File: config.mk
export PLATFORM = sky130hd
export DESIGN_NAME = csync_gen
export DESIGN_NICKNAME = d
export VERILOG_FILES = /design/src/rtl/csg_pkg.sv /design/src/rtl/csg_line_timer.sv /design/src/rtl/csg_halfline_counter.sv /design/src/rtl/csg_sync_shaper.sv /design/src/rtl/csync_gen.sv
export SDC_FILE = /design/constraint.sdc
export NUM_CORES = 1
export LEC_CHECK = 0
export ABC_CLOCK_PERIOD_IN_PS = 2150
export CAP_MARGIN = 10
export CORE_MARGIN = 1
export CORE_UTILIZATION = 54
export CTS_CLUSTER_DIAMETER = 150
export DETAILED_ROUTE_END_ITERATION = 16
export PLACE_DENSITY = 0.75
export SYNTH_ARGS = -nofsm -noshare
export SYNTH_HDL_FRONTEND = slang
export SYNTH_SLANG_ARGS = --single-unit
File: constraint.sdc
create_clock -name clk -period 2.15 [get_ports clk]
set_input_delay 0.3225 -clock clk [delete_from_list [all_inputs] [get_ports clk]]
set_output_delay 0.3225 -clock clk [all_outputs]
set_load 0.01 [all_outputs]
File: src/rtl/csg_pkg.sv
package csg_pkg;

  // Registered output bundle of the waveform shaper.
  typedef struct packed {
    logic msync_n;
    logic frame_sync;
    logic vint;
  } csg_out_t;

  localparam csg_out_t CSG_IDLE = '{msync_n: 1'b1, frame_sync: 1'b0, vint: 1'b0};

endpackage

File: src/rtl/csg_line_timer.sv
// Free-running position inside one line, in master-clock slots.
module csg_line_timer #(
  parameter int SLOTS = 32
) (
  input  logic                     clk,
  input  logic                     rst,
  output logic [$clog2(SLOTS)-1:0] slot,
  output logic                     half_end,
  output logic                     nxt_second
);
  localparam int LW   = $clog2(SLOTS);
  localparam int HALF = SLOTS / 2;

  logic [LW-1:0] slot_nx;

  always_comb begin
    slot_nx    = (slot == LW'(SLOTS - 1)) ? '0 : slot + 1'b1;
    half_end   = (slot == LW'(HALF - 1)) || (slot == LW'(SLOTS - 1));
    nxt_second = (slot_nx >= LW'(HALF));
  end

  always_ff @(posedge clk) begin
    if (rst) slot <= '0;
    else     slot <= slot_nx;
  end
endmodule

File: src/rtl/csg_halfline_counter.sv
// Vertical position in half-lines across one frame, with the two load inputs.
module csg_halfline_counter #(
  parameter int HW      = 11,
  parameter int LINES_A = 525,
  parameter int LINES_B = 625,
  parameter int PULSES  = 6
) (
  input  logic          clk,
  input  logic          rst,
  input  logic          sel_b,
  input  logic          half_end,
  input  logic          nxt_second,
  input  logic          ld_eq_n,
  input  logic          ld_vs_n,
  output logic [HW-1:0] hl
);
  logic [HW-1:0] fld, last, tgt_eq, tgt_vs;

  always_comb begin
    // a field holds as many half-lines as the frame holds lines
    fld    = sel_b ? HW'(LINES_B) : HW'(LINES_A);
    last   = (fld << 1) - 1'b1;
    // odd field starts on a line, even field half a line in
    tgt_eq = nxt_second ? fld : '0;
    tgt_vs = tgt_eq + HW'(PULSES);
  end

  always_ff @(posedge clk) begin
    if (rst)           hl <= '0;
    else if (!ld_eq_n) hl <= tgt_eq;
    else if (!ld_vs_n) hl <= tgt_vs;
    else if (half_end) begin
      if (hl >= last) hl <= HW'(nxt_second);   // parity-preserving wrap
      else            hl <= hl + 1'b1;
    end
  end
endmodule

File: src/rtl/csg_sync_shaper.sv
// Decodes slot and half-line position into the registered output waveform.
module csg_sync_shaper
  import csg_pkg::*;
#(
  parameter int SLOTS   = 32,
  parameter int HW      = 11,
  parameter int LINES_A = 525,
  parameter int LINES_B = 625,
  parameter int PULSES  = 6,
  parameter int HS_W    = 2,
  parameter int EQ_W    = 1,
  parameter int VS_LOW  = 14
) (
  input  logic                     clk,
  input  logic                     rst,
  input  logic                     sel_b,
  input  logic [$clog2(SLOTS)-1:0] slot,
  input  logic [HW-1:0]            hl,
  output csg_out_t                 q
);
  localparam int LW   = $clog2(SLOTS);
  localparam int HALF = SLOTS / 2;

  logic [HW-1:0] fld, rel;
  logic [LW-1:0] hslot;
  logic          in_eq, in_vs, in_vi, low, fs;

  always_comb begin
    fld   = sel_b ? HW'(LINES_B) : HW'(LINES_A);
    rel   = (hl >= fld) ? hl - fld : hl;            // position inside the field
    hslot = (slot >= LW'(HALF)) ? slot - LW'(HALF) : slot;
    in_vs = (rel >= HW'(PULSES)) && (rel < HW'(2 * PULSES));
    in_vi = (rel < HW'(3 * PULSES));
    in_eq = in_vi && !in_vs;
    if (in_eq)      low = (hslot < LW'(EQ_W));
    else if (in_vs) low = (hslot < LW'(VS_LOW));
    else            low = (slot < LW'(HS_W));
    fs = (hl == '0) && (slot == '0);
  end

  always_ff @(posedge clk) begin
    if (rst) q <= CSG_IDLE;
    else     q <= '{msync_n: ~low, frame_sync: fs, vint: in_vi};
  end
endmodule

File: src/rtl/csync_gen.sv
module csync_gen
  import csg_pkg::*;
#(
  parameter int SLOTS   = 32,
  parameter int LINES_A = 525,
  parameter int LINES_B = 625,
  parameter int PULSES  = 6,
  parameter int HS_W    = 2,
  parameter int EQ_W    = 1,
  parameter int VS_LOW  = 14
) (
  input  logic clk,
  input  logic rst,
  input  logic sel_625,
  input  logic rst_eq_n,
  input  logic rst_vs_n,
  output logic msync_n,
  output logic frame_sync,
  output logic vint
);
  localparam int LW   = $clog2(SLOTS);
  localparam int MAXL = (LINES_A > LINES_B) ? LINES_A : LINES_B;
  localparam int HW   = $clog2(2 * MAXL);

  logic [LW-1:0] slot;
  logic [HW-1:0] hl;
  logic          half_end, nxt_second;
  csg_out_t      q;

  csg_line_timer #(.SLOTS(SLOTS)) u_line (
    .clk(clk), .rst(rst), .slot(slot), .half_end(half_end), .nxt_second(nxt_second)
  );

  csg_halfline_counter #(
    .HW(HW), .LINES_A(LINES_A), .LINES_B(LINES_B), .PULSES(PULSES)
  ) u_vert (
    .clk(clk), .rst(rst), .sel_b(sel_625), .half_end(half_end),
    .nxt_second(nxt_second), .ld_eq_n(rst_eq_n), .ld_vs_n(rst_vs_n), .hl(hl)
  );

  csg_sync_shaper #(
    .SLOTS(SLOTS), .HW(HW), .LINES_A(LINES_A), .LINES_B(LINES_B),
    .PULSES(PULSES), .HS_W(HS_W), .EQ_W(EQ_W), .VS_LOW(VS_LOW)
  ) u_shape (
    .clk(clk), .rst(rst), .sel_b(sel_625), .slot(slot), .hl(hl), .q(q)
  );

  assign msync_n    = q.msync_n;
  assign frame_sync = q.frame_sync;
  assign vint       = q.vint;
endmodule

### Word-level counts from Yosys, hierarchy flattened

Cells that the tools add are included.

* bits in registers: 19
* bits in latches: 0
* RAM bits: 0
* memory bits (read-only): 0
* input port bits: 5
* output and inout port bits: 3
* word-level logic and storage cells: 43
* memories: 0

* add/sub/neg operators: 6
* multipliers: 0
* divide/modulo/power cells: 0
* order comparisons: 10
* equal/unequal tests: 3
* shift operators: 0
* multiplexer cells: 11
* bitwise gates (word level): 1
* reduce and logical (&&, ||, !) cells: 7

Operator list (number)
* 11-bit 2-to-1 mux: 6
* 11-bit greater-or-equal comparator: 2
* 11-bit by 1-bit adder with 11-bit output, second input constant: 1
* 11-bit by 3-bit adder with 11-bit output, second input constant: 1
* 11-bit by 3-bit greater-or-equal comparator with 1-bit output, second input constant: 1
* 11-bit zero test: 1
* 11-bit by 4-bit less-than comparator with 1-bit output, second input constant: 1
* 11-bit by 5-bit less-than comparator with 1-bit output, second input constant: 1
* 11-bit by 1-bit subtractor with 11-bit output, second input constant: 1
* 11-bit subtractor: 1
* 5-bit greater-or-equal comparator, second input constant: 2
* 5-bit 2-to-1 mux: 2
* 7-bit 2-to-1 mux: 1
* 5-bit by 1-bit adder with 5-bit output, second input constant: 1
* 5-bit by 4-bit == test with 1-bit output, second input constant: 1
* 5-bit == test, second input constant: 1
* 5-bit zero test: 1
* 5-bit by 1-bit less-than comparator with 1-bit output, second input constant: 1
* 5-bit by 2-bit less-than comparator with 1-bit output, second input constant: 1
* 5-bit by 4-bit less-than comparator with 1-bit output, second input constant: 1
* 5-bit subtractor, second input constant: 1
* 1-bit logical AND: 3
* 3-bit by 2-bit inequality test with 1-bit output, second input constant: 1
* 1-bit 2-to-1 mux: 2
* 3 further kinds: 3

### Depth between registers and ports, before layout

Gate-level depths: netlist (run 1).

* depth after elaboration: 9
* gate-level depth with buffers: 10
* mapped depth without buffers: 10

### Hierarchy

From an unflattened synthesis (run 1), not the netlist that was laid out.

* cell total of the unflattened synthesis: 247
* area total of the unflattened synthesis: 1955.6 um2

By module, submodules not included
* csg_halfline_counter: times used 1, cells each 115, area an instance 900.9 um2, sequential area each 220.2 um2
* csg_sync_shaper: times used 1, cells each 111, area an instance 835.8 um2, sequential area each 60.1 um2
* csg_line_timer: times used 1, cells each 21, area an instance 219.0 um2, sequential area each 100.1 um2

### Worst setup path after synthesis (run 1)

OpenSTA, ideal clock, no wires.

* kind: input to register
* start point: input sel_625
* end point: register, netlist name u_shape.q[2]
* library setup time: 0.120 ns
* data arrival time: 2.165 ns
* data required time: 2.030 ns
* slack: -0.135 ns
* cell stages on the path: 9
* cell sequence: inv_1 ha_1 a21oi_2 nand2_2 a2111oi_4 and3b_2 o31ai_1 or2_1 o31a_1

* cells in the longest elaborated chain, start to end: 9

Ends and longest elaborated chain
* start: declaration: RTL line csync_gen.sv:14 `input logic sel_625,`
* 7-bit 2-to-1 mux *: RTL line csg_sync_shaper.sv:29 `fld = sel_b ? HW'(LINES_B) : HW'(LINES_A);`
* 11-bit subtractor or 11-bit greater-or-equal comparator (tied branches): RTL line csg_sync_shaper.sv:30 `rel = (hl >= fld) ? hl - fld : hl;`
* 11-bit 2-to-1 mux *: RTL line csg_sync_shaper.sv:30
* 11-bit by 3-bit greater-or-equal comparator with 1-bit output or 11-bit by 4-bit less-than comparator with 1-bit output (tied branches): RTL line csg_sync_shaper.sv:32 `in_vs = (rel >= HW'(PULSES)) && (rel < HW'(2 * PULSES));`
* 1-bit logical AND: RTL line csg_sync_shaper.sv:32
* 1-bit zero test: RTL line csg_sync_shaper.sv:34 `in_eq = in_vi && !in_vs;`
* 1-bit logical AND: RTL line csg_sync_shaper.sv:34
* 1-bit 2-to-1 mux *: RTL line csg_sync_shaper.sv:35 `if (in_eq) low = (hslot < LW'(EQ_W));`
* 1-bit inverter *: RTL line csg_sync_shaper.sv:43 `else q <= '{msync_n: ~low, frame_sync: fs, vint: in_vi};`

Every way passes the cells marked *; elsewhere a longest branch is shown, timed or not.
A chain may end at the register's enable or synchronous reset.

### Final worst setup path (run 1)

* start point: register u_vert.hl[3]
* end point: register, netlist name u_shape.q[2]

* cells in the longest elaborated chain, start to end: 8

Ends and longest elaborated chain
* start: declaration: RTL line csg_halfline_counter.sv:15 `output logic [HW-1:0] hl`
* start signal: assignment: RTL line csg_halfline_counter.sv:30 `else if (!ld_eq_n) hl <= tgt_eq;`
* start signal: assignment: RTL line csg_halfline_counter.sv:31 `else if (!ld_vs_n) hl <= tgt_vs;`
* start signal: assignment: RTL line csg_halfline_counter.sv:33 `if (hl >= last) hl <= HW'(nxt_second);`
* 11-bit subtractor or 11-bit greater-or-equal comparator (tied branches): RTL line csg_sync_shaper.sv:30
* 11-bit 2-to-1 mux *: RTL line csg_sync_shaper.sv:30
* 11-bit by 3-bit greater-or-equal comparator with 1-bit output or 11-bit by 4-bit less-than comparator with 1-bit output (tied branches): RTL line csg_sync_shaper.sv:32
* 1-bit logical AND: RTL line csg_sync_shaper.sv:32
* 1-bit zero test: RTL line csg_sync_shaper.sv:34
* 1-bit logical AND: RTL line csg_sync_shaper.sv:34
* 1-bit 2-to-1 mux *: RTL line csg_sync_shaper.sv:35
* 1-bit inverter *: RTL line csg_sync_shaper.sv:43

Marks and branches as above.

==> results of run 1 <==
[flip-flops by register name (all words and copies together), names as in the netlist]
signal and flops:
u_line.slot 5, u_vert.hl 11, u_shape.q 3
[layout make-up]
cell class / count / share of cell area
multi-input combinational: 182 / 0.617
clock buffer: 3 / 0.00920
sequential: 19 / 0.157
timing repair buffer: 53 / 0.176
inverter: 9 / 0.0153
clock inverter: 1 / 0.00204
tap: 44 / 0.0225
[cell usage in the layout, fill, tap and decap left out, types with 4 or more instances in the layout]
| cell | count |
|---|---|
| buf_4 | 42 |
| nor2_1 | 21 |
| nand2_1 | 18 |
| dfxtp_1 | 15 |
| a21oi_1 | 12 |
| nor3_1 | 10 |
| inv_1 | 7 |
| nand3_1 | 7 |
| ha_1 | 7 |
| ha_4 | 6 |
| clkdlybuf4s50_1 | 6 |
| buf_6 | 5 |
| o21ai_2 | 4 |
| a31oi_1 | 4 |
| xor2_1 | 4 |
| dfxtp_2 | 4 |
[path summary, 6_finish.rpt]
kind / cells past startpoint / slack, ns / end
setup / recovery: 8 / -0.07 / u_shape.q[2]
hold / removal: 2 / 0.57 / u_line.slot[0]
setup reg to reg: 8 / -0.07 / u_shape.q[2]
hold reg to reg: 2 / 0.57 / u_line.slot[0]
[logic make-up (layout without fill, tap and decap cells)]
family | Yosys count | after routing
AND/OR/NAND/NOR | 93 | 93
AO/OA/AOI/OAI | 63 | 63
flip-flops | 19 | 19
buffers and inverters | 19 | 66
adder cells (fa/ha/maj) | 16 | 16
XOR/XNOR | 7 | 7
multiplexers | 3 | 3
[repair_timing]
item                                    in CTS  in global routing
endpoints found under the hold margin        0                  0
resized for setup                           17                 38
setup buffers                                2                  4
pin swaps                                    4                 23
hold buffers                                 0                  0
endpoints found under the setup margin      13                 12
[report_power, final]
| group | switching (mW) | leakage, nW | internal (mW) | total, mW |
|---|---|---|---|---|
| clock network | 0.127 | 0.0177 | 0.0695 | 0.196 |
| logic | 0.166 | 0.774 | 0.162 | 0.328 |
| registers | 0.0120 | 0.157 | 0.371 | 0.383 |
[routing by layer]
metal	wire (um)	track usage
met1	2140	0.390
met2	2870	0.525
met3	411	0.0513
met4	203	0.153
met5	0	0
[through the flow]
step,cells,TNS [ns],hold WS [ns]
5_1_grt,311,-0.721,0.596
6_report,311,-0.112,0.573
2_1_floorplan,220,0,0.481
4_1_cts,307,-0.0166,0.566
3_5_place_dp,301,-9.03,0.548
3_3_place_gp,301,-8.02,0.526
[worst max-delay path: stages, from the launching register on]
cell,delay (ns)
dfxtp_2,0.37
ha_4,0.34
buf_4,0.15
and4_1,0.22
a31oi_2,0.12
a31o_2,0.30
mux2i_1,0.15
or2_1,0.25
o31a_1,0.25
==> impl_results.md, run 1 <==
* Dpl ws at -0.892 ns
* Main combinational cell family by area after synthesis: simple AND/OR/NAND/NOR gates
* Vert. Die Dim at 58.3 um
* Vias at 1973
* GRT Util Overall at 0.314
* Critical path startpoint category: register
* Antenna violations before repair at 0
* Final worst slack at -0.0724 ns
* I/O pin count at 8
* Die Footprint at 3390 um2
* Synthesis-to-layout area growth at 43.2%
* Slew of the pin with the lowest slew margin at 0.597 ns
* Critical path startpoint: u_vert.hl[3]
* R2R Path Start: u_vert.hl[3]
* Htree depth at 1
* Routed Antenna Nets at 0
* Complex-gate fraction of the synthesized area at 0.273
* Clk sinks at 19
* Post-synth net total at 240
* Synth area leader: dfxtp_1
* Flip-flop and latch area at 385 um2
* Final min period at 2.22 ns
* Largest net degree at the start of global routing at 18
* Post-synth EDFFs at 0
* Main synth FF type: dfxtp_1
* Cell Area, Synth at 1710 um2
* Layout Skew at 0.00966 ns
* Synthesized netlist cell count at 220
* First-pass GRT wire length at 7.98 mm
* Async SR Flop Fraction at 0
* Top cell type's share of synthesized area at 0.223
* Synth Area in Adders at 0.116
* Leakage at 0.949 nW
* Status: finished with violations
* Detailed placer's ending HPWL at 3.68 mm
* Core area at 3030 um2
* Number of remaining DRC errors at 0
* Multi-input gate area at 1510 um2
* Failing checks: setup timing
* Slew HR at 0.598
* Final hold vios at 0
* Worst Hold Class: register to register
* RSZ-0062 raised after global routing: true
* Worst Min Path Start: u_line.slot[0]
* Clock Pin Slew Worst Setup and Hold Paths at 0.13 ns
* Library cells used by synthesis at 59
* Post-synthesis sequential area ratio at 0.223
* Pwr Total at 0.906 mW
* Vias/cell at 6.34
* N_diodes at 0
* Via count of the first global-routing pass at 1714
* Fin util at 0.808
* CTS root buf: clkbuf_4
* TritonCTS clock tree: built
* Placed instance area at 2140 um2
* Synth area leaders: dfxtp_1, ha_1, nor2_1
* Nets at 288
* Total grt overflow at 0
* Worst Path Arrival at 2.44 ns
* Die width at 58.3 um
* Max-slew violation count at 0
* Site Rows at 20
* Avg Inst Size Synth at 7.77 um2
* Finished Cell Area at 2450 um2
* Synth Area in XOR/XNOR at 0.0359
* Detailed Routing Iterations Pass 1 at 5
* Crit Path Max Fanout at 5
* Initial DRC count at 153
* Fmax at 450 MHz
* Final setup fails at 4
* Avg WL per Cell at 18.1 um
* Mux share of post-synthesis cell area at 0.0176
* Largest buffer count on any clock path at 2
* Initial Util at 0.564
* RePlAce Congestion at 0.979
* Synth Warn # at 0
* Share of cells above drive strength 1 at 0.401
* Setup CP Type: register to register
* Pwr per Cell Area at 370 nW/um2
* Max cap viols at 0
* Worst vdd ir at 277 uV
* WL final at 5.62 mm
* Final period utilization at 1.03
* Synth top cells by count: nor2_1, dfxtp_1, nand2_1, a21oi_1, ha_1
* Yosys reg bits at 19
* Clock latency on the worst-skew pair at 0.31 ns
* Port buffer count at 7
* CP Data Required Time at 2.37 ns
* Fill cells at 198
* Count leader, synth: nor2_1
* Num CTS Buffers at 3
* Area share of and/or/nand/nor cells after synthesis at 0.283
* Setup crit end kind: register
(Power assumes the default switching activity.)
==> run 2: changes to the inputs <==
--- a/config.mk
+++ b/config.mk
@@ -5,13 +5,13 @@
 export SDC_FILE = /design/constraint.sdc
 export NUM_CORES = 1
 export LEC_CHECK = 0
-export ABC_CLOCK_PERIOD_IN_PS = 2150
+export ABC_CLOCK_PERIOD_IN_PS = 2600
 export CAP_MARGIN = 10
 export CORE_MARGIN = 1
-export CORE_UTILIZATION = 54
+export CORE_UTILIZATION = 60
 export CTS_CLUSTER_DIAMETER = 150
 export DETAILED_ROUTE_END_ITERATION = 16
-export PLACE_DENSITY = 0.75
+export PLACE_DENSITY = 0.79
 export SYNTH_ARGS = -nofsm -noshare
 export SYNTH_HDL_FRONTEND = slang
 export SYNTH_SLANG_ARGS = --single-unit
==> constraint.sdc (replaced) <==
create_clock -name clk -period 2.6 [get_ports clk]
set_input_delay 0.39 -clock clk [delete_from_list [all_inputs] [get_ports clk]]
set_output_delay 0.39 -clock clk [all_outputs]
set_load 0.01 [all_outputs]
==> impl_results.md, run 2 (same netlist as run 1, synthesis figures left out) <==
* Avg WL per Cell at 17.3 um (-4.3%)
* WL final at 4.90 mm (-13%)
* Worst vdd ir at 329 uV (+19%)
* Initial Util at 0.660 (+0.0954)
* Fill cells at 159 (-20%)
* Synthesis-to-layout area growth at 25.0%
* Routed met2 length at 2.33 mm (-19%)
* Site Rows at 18 (-10%)
* Die Footprint at 3070 um2 (-9.7%)
* Finished Layout Cells at 283 (-9.0%)
* Largest buffer count on any clock path at 2 (unchanged)
* I/O pin count at 8 (unchanged)
* Setup crit end kind: register
* Min Hold Slack at 0.545 ns (-0.0281 ns)
* Die width at 55.4 um (-5.0%)
* Nets at 274 (-4.9%)
* Clock Pin Slew Worst Setup and Hold Paths at 0.12 ns (about the same)
* Routed Antenna Nets at 0 (unchanged)
* Leakage at 0.860 nW (-9.3%)
* Vias/cell at 6.49 (+2.4%)
* Max-slew violation count at 0 (unchanged)
* Share of cells above drive strength 1 at 0.245 (-0.156)
* RSZ-0062 raised after global routing: false
* Vert. Die Dim at 55.4 um (-5.0%)
* Total grt overflow at 0 (unchanged)
* Final setup fails at 0 (-4)
* N_diodes at 0 (unchanged)
* Detailed placer's ending HPWL at 3.55 mm (-3.5%)
* DR top layer: met4
* Routed length on met1 at 2.11 mm (-1.4%)
* Max cap viols at 0 (unchanged)
* Final min period at 2.36 ns (+0.133 ns)
* Number of remaining DRC errors at 0 (unchanged)
* Pwr per Cell Area at 335 nW/um2 (-9.6%)
* Layout Skew at 0.00270 ns (-0.00695 ns)
* Crit Path Max Fanout at 5 (unchanged)
* Placed Cells incl. Taps at 279 (-7.3%)
* Detailed Routing Iterations Pass 1 at 4 (-1)
* Final period utilization at 0.906 (-0.128)
* CP Data Required Time at 2.81 ns (+0.44 ns)
* GRT Util Overall at 0.321 (+0.00733)
* Clock latency on the worst-skew pair at 0.31 ns (about the same)
* Commonest cells after routing, fill and taps aside: buf_4, nor2_1, nand2_1, dfxtp_1, a21oi_1
* Critical path startpoint category: register
* CTS root buf: clkbuf_4
* Antenna violations before repair at 0 (unchanged)
* Clk sinks at 19 (unchanged)
* First-pass GRT wire length at 7.98 mm (unchanged)
* Slew HR at 0.621 (+0.0229)
* Pwr Total at 0.715 mW (-21%)
* Worst Hold Class: register to register
* Via count of the first global-routing pass at 1752 (+2.2%)
* Core area at 2590 um2 (-14%)
* Final hold vios at 0 (unchanged)
* Top reg by flops: u_vert.hl
* Num CTS Buffers at 3 (unchanged)
* Biggest registers after layout: u_vert.hl x11, u_line.slot x5, u_shape.q x3
* Commonest non-fill, non-tap cell in the layout: buf_4
* Worst Path Arrival at 2.57 ns (+0.13 ns)
* Status: finished clean
* Port buffer count at 7 (unchanged)
* WL met3 at 394 um (-4.1%)
* Setup TNS at 0 ns (+0.112 ns)
* Initial DRC count at 172 (+12%)
* Setup CP Type: register to register
* Largest net degree at the start of global routing at 18 (unchanged)
* Fmax at 424 MHz (-5.7%)
* Max reg flops at 11 (unchanged)
* Slew of the pin with the lowest slew margin at 0.567 ns (-0.0309 ns)
* RePlAce Congestion at 0.935 (-4.5%)
* Vias at 1838 (-6.8%)
* TritonCTS clock tree: built
* Htree depth at 1 (unchanged)
-- run 2: changes by cell type in the layout (fill, tap and decap cells not counted), sizes merged --
| cell | change |
|---|---|
| buf | -15 |
| clkbuf | +1 |
| clkinv | -1 |
| clkinvlp | -1 |
| dlymetal6s2s | +1 |
| inv | +1 |
-- run 2: final cells by class --
type	instances	area, um2	area share
repair buffers	39	317	0.148
multi-input cells	182	1340	0.628
flip-flops and latches	19	380	0.178
inverters	9	33.8	0.0158
well taps	30	37.5	0.0176
clock buffers	4	26.3	0.0123
-- run 2: repair_timing --
item                       CTS  global route
setup endpoints to repair    1             2
setup buffers                0             0
resized for setup            8             8
pin swaps                    2             3
hold buffers                 0             0
-- run 2: worst paths after layout --
| path | slack [ns] | cells past startpoint | to | from |
|---|---|---|---|---|
| setup / recovery | 0.24 | 9 | u_shape.q[2] | u_vert.hl[6] |
| hold / removal | 0.55 | 1 | u_line.slot[0] | u_line.slot[0] |
| setup reg to reg | 0.24 | 9 | u_shape.q[2] | u_vert.hl[6] |
| hold reg to reg | 0.55 | 1 | u_line.slot[0] | u_line.slot[0] |
-- run 2: critical path, cell delays in order, from the launching register on --
cell     delay, ns
dfxtp_1       0.50
ha_4          0.28
a21oi_4       0.16
nand2_2       0.12
buf_4         0.16
o31a_1        0.27
a21oi_1       0.12
o31ai_1       0.11
or2_1         0.25
o31a_1        0.30
-- run 2: power by group --
part	internal [mW]	switching, mW
logic	0.118	0.114
clock network	0.0599	0.102
registers	0.306	0.0156
total	0.484	0.231
-- run 2: per-layer routing --
layer | up-vias | track usage
met2 | 100 | 0.534
met1 | 848 | 0.424
li1 | 881 | -
met4 | 0 | 0.125
met5 | - | 0
met3 | 9 | 0.0351
-- run 2: stage by stage --
stage	worst slack (ns)	utilization	area, um2
2_1_floorplan	0.247	-	1710
3_3_place_gp	-0.357	0.773	2000
3_5_place_dp	-0.414	0.773	2000
4_1_cts	0.00837	0.803	2080
5_1_grt	0.0672	0.825	2140
6_report	0.244	0.825	2140
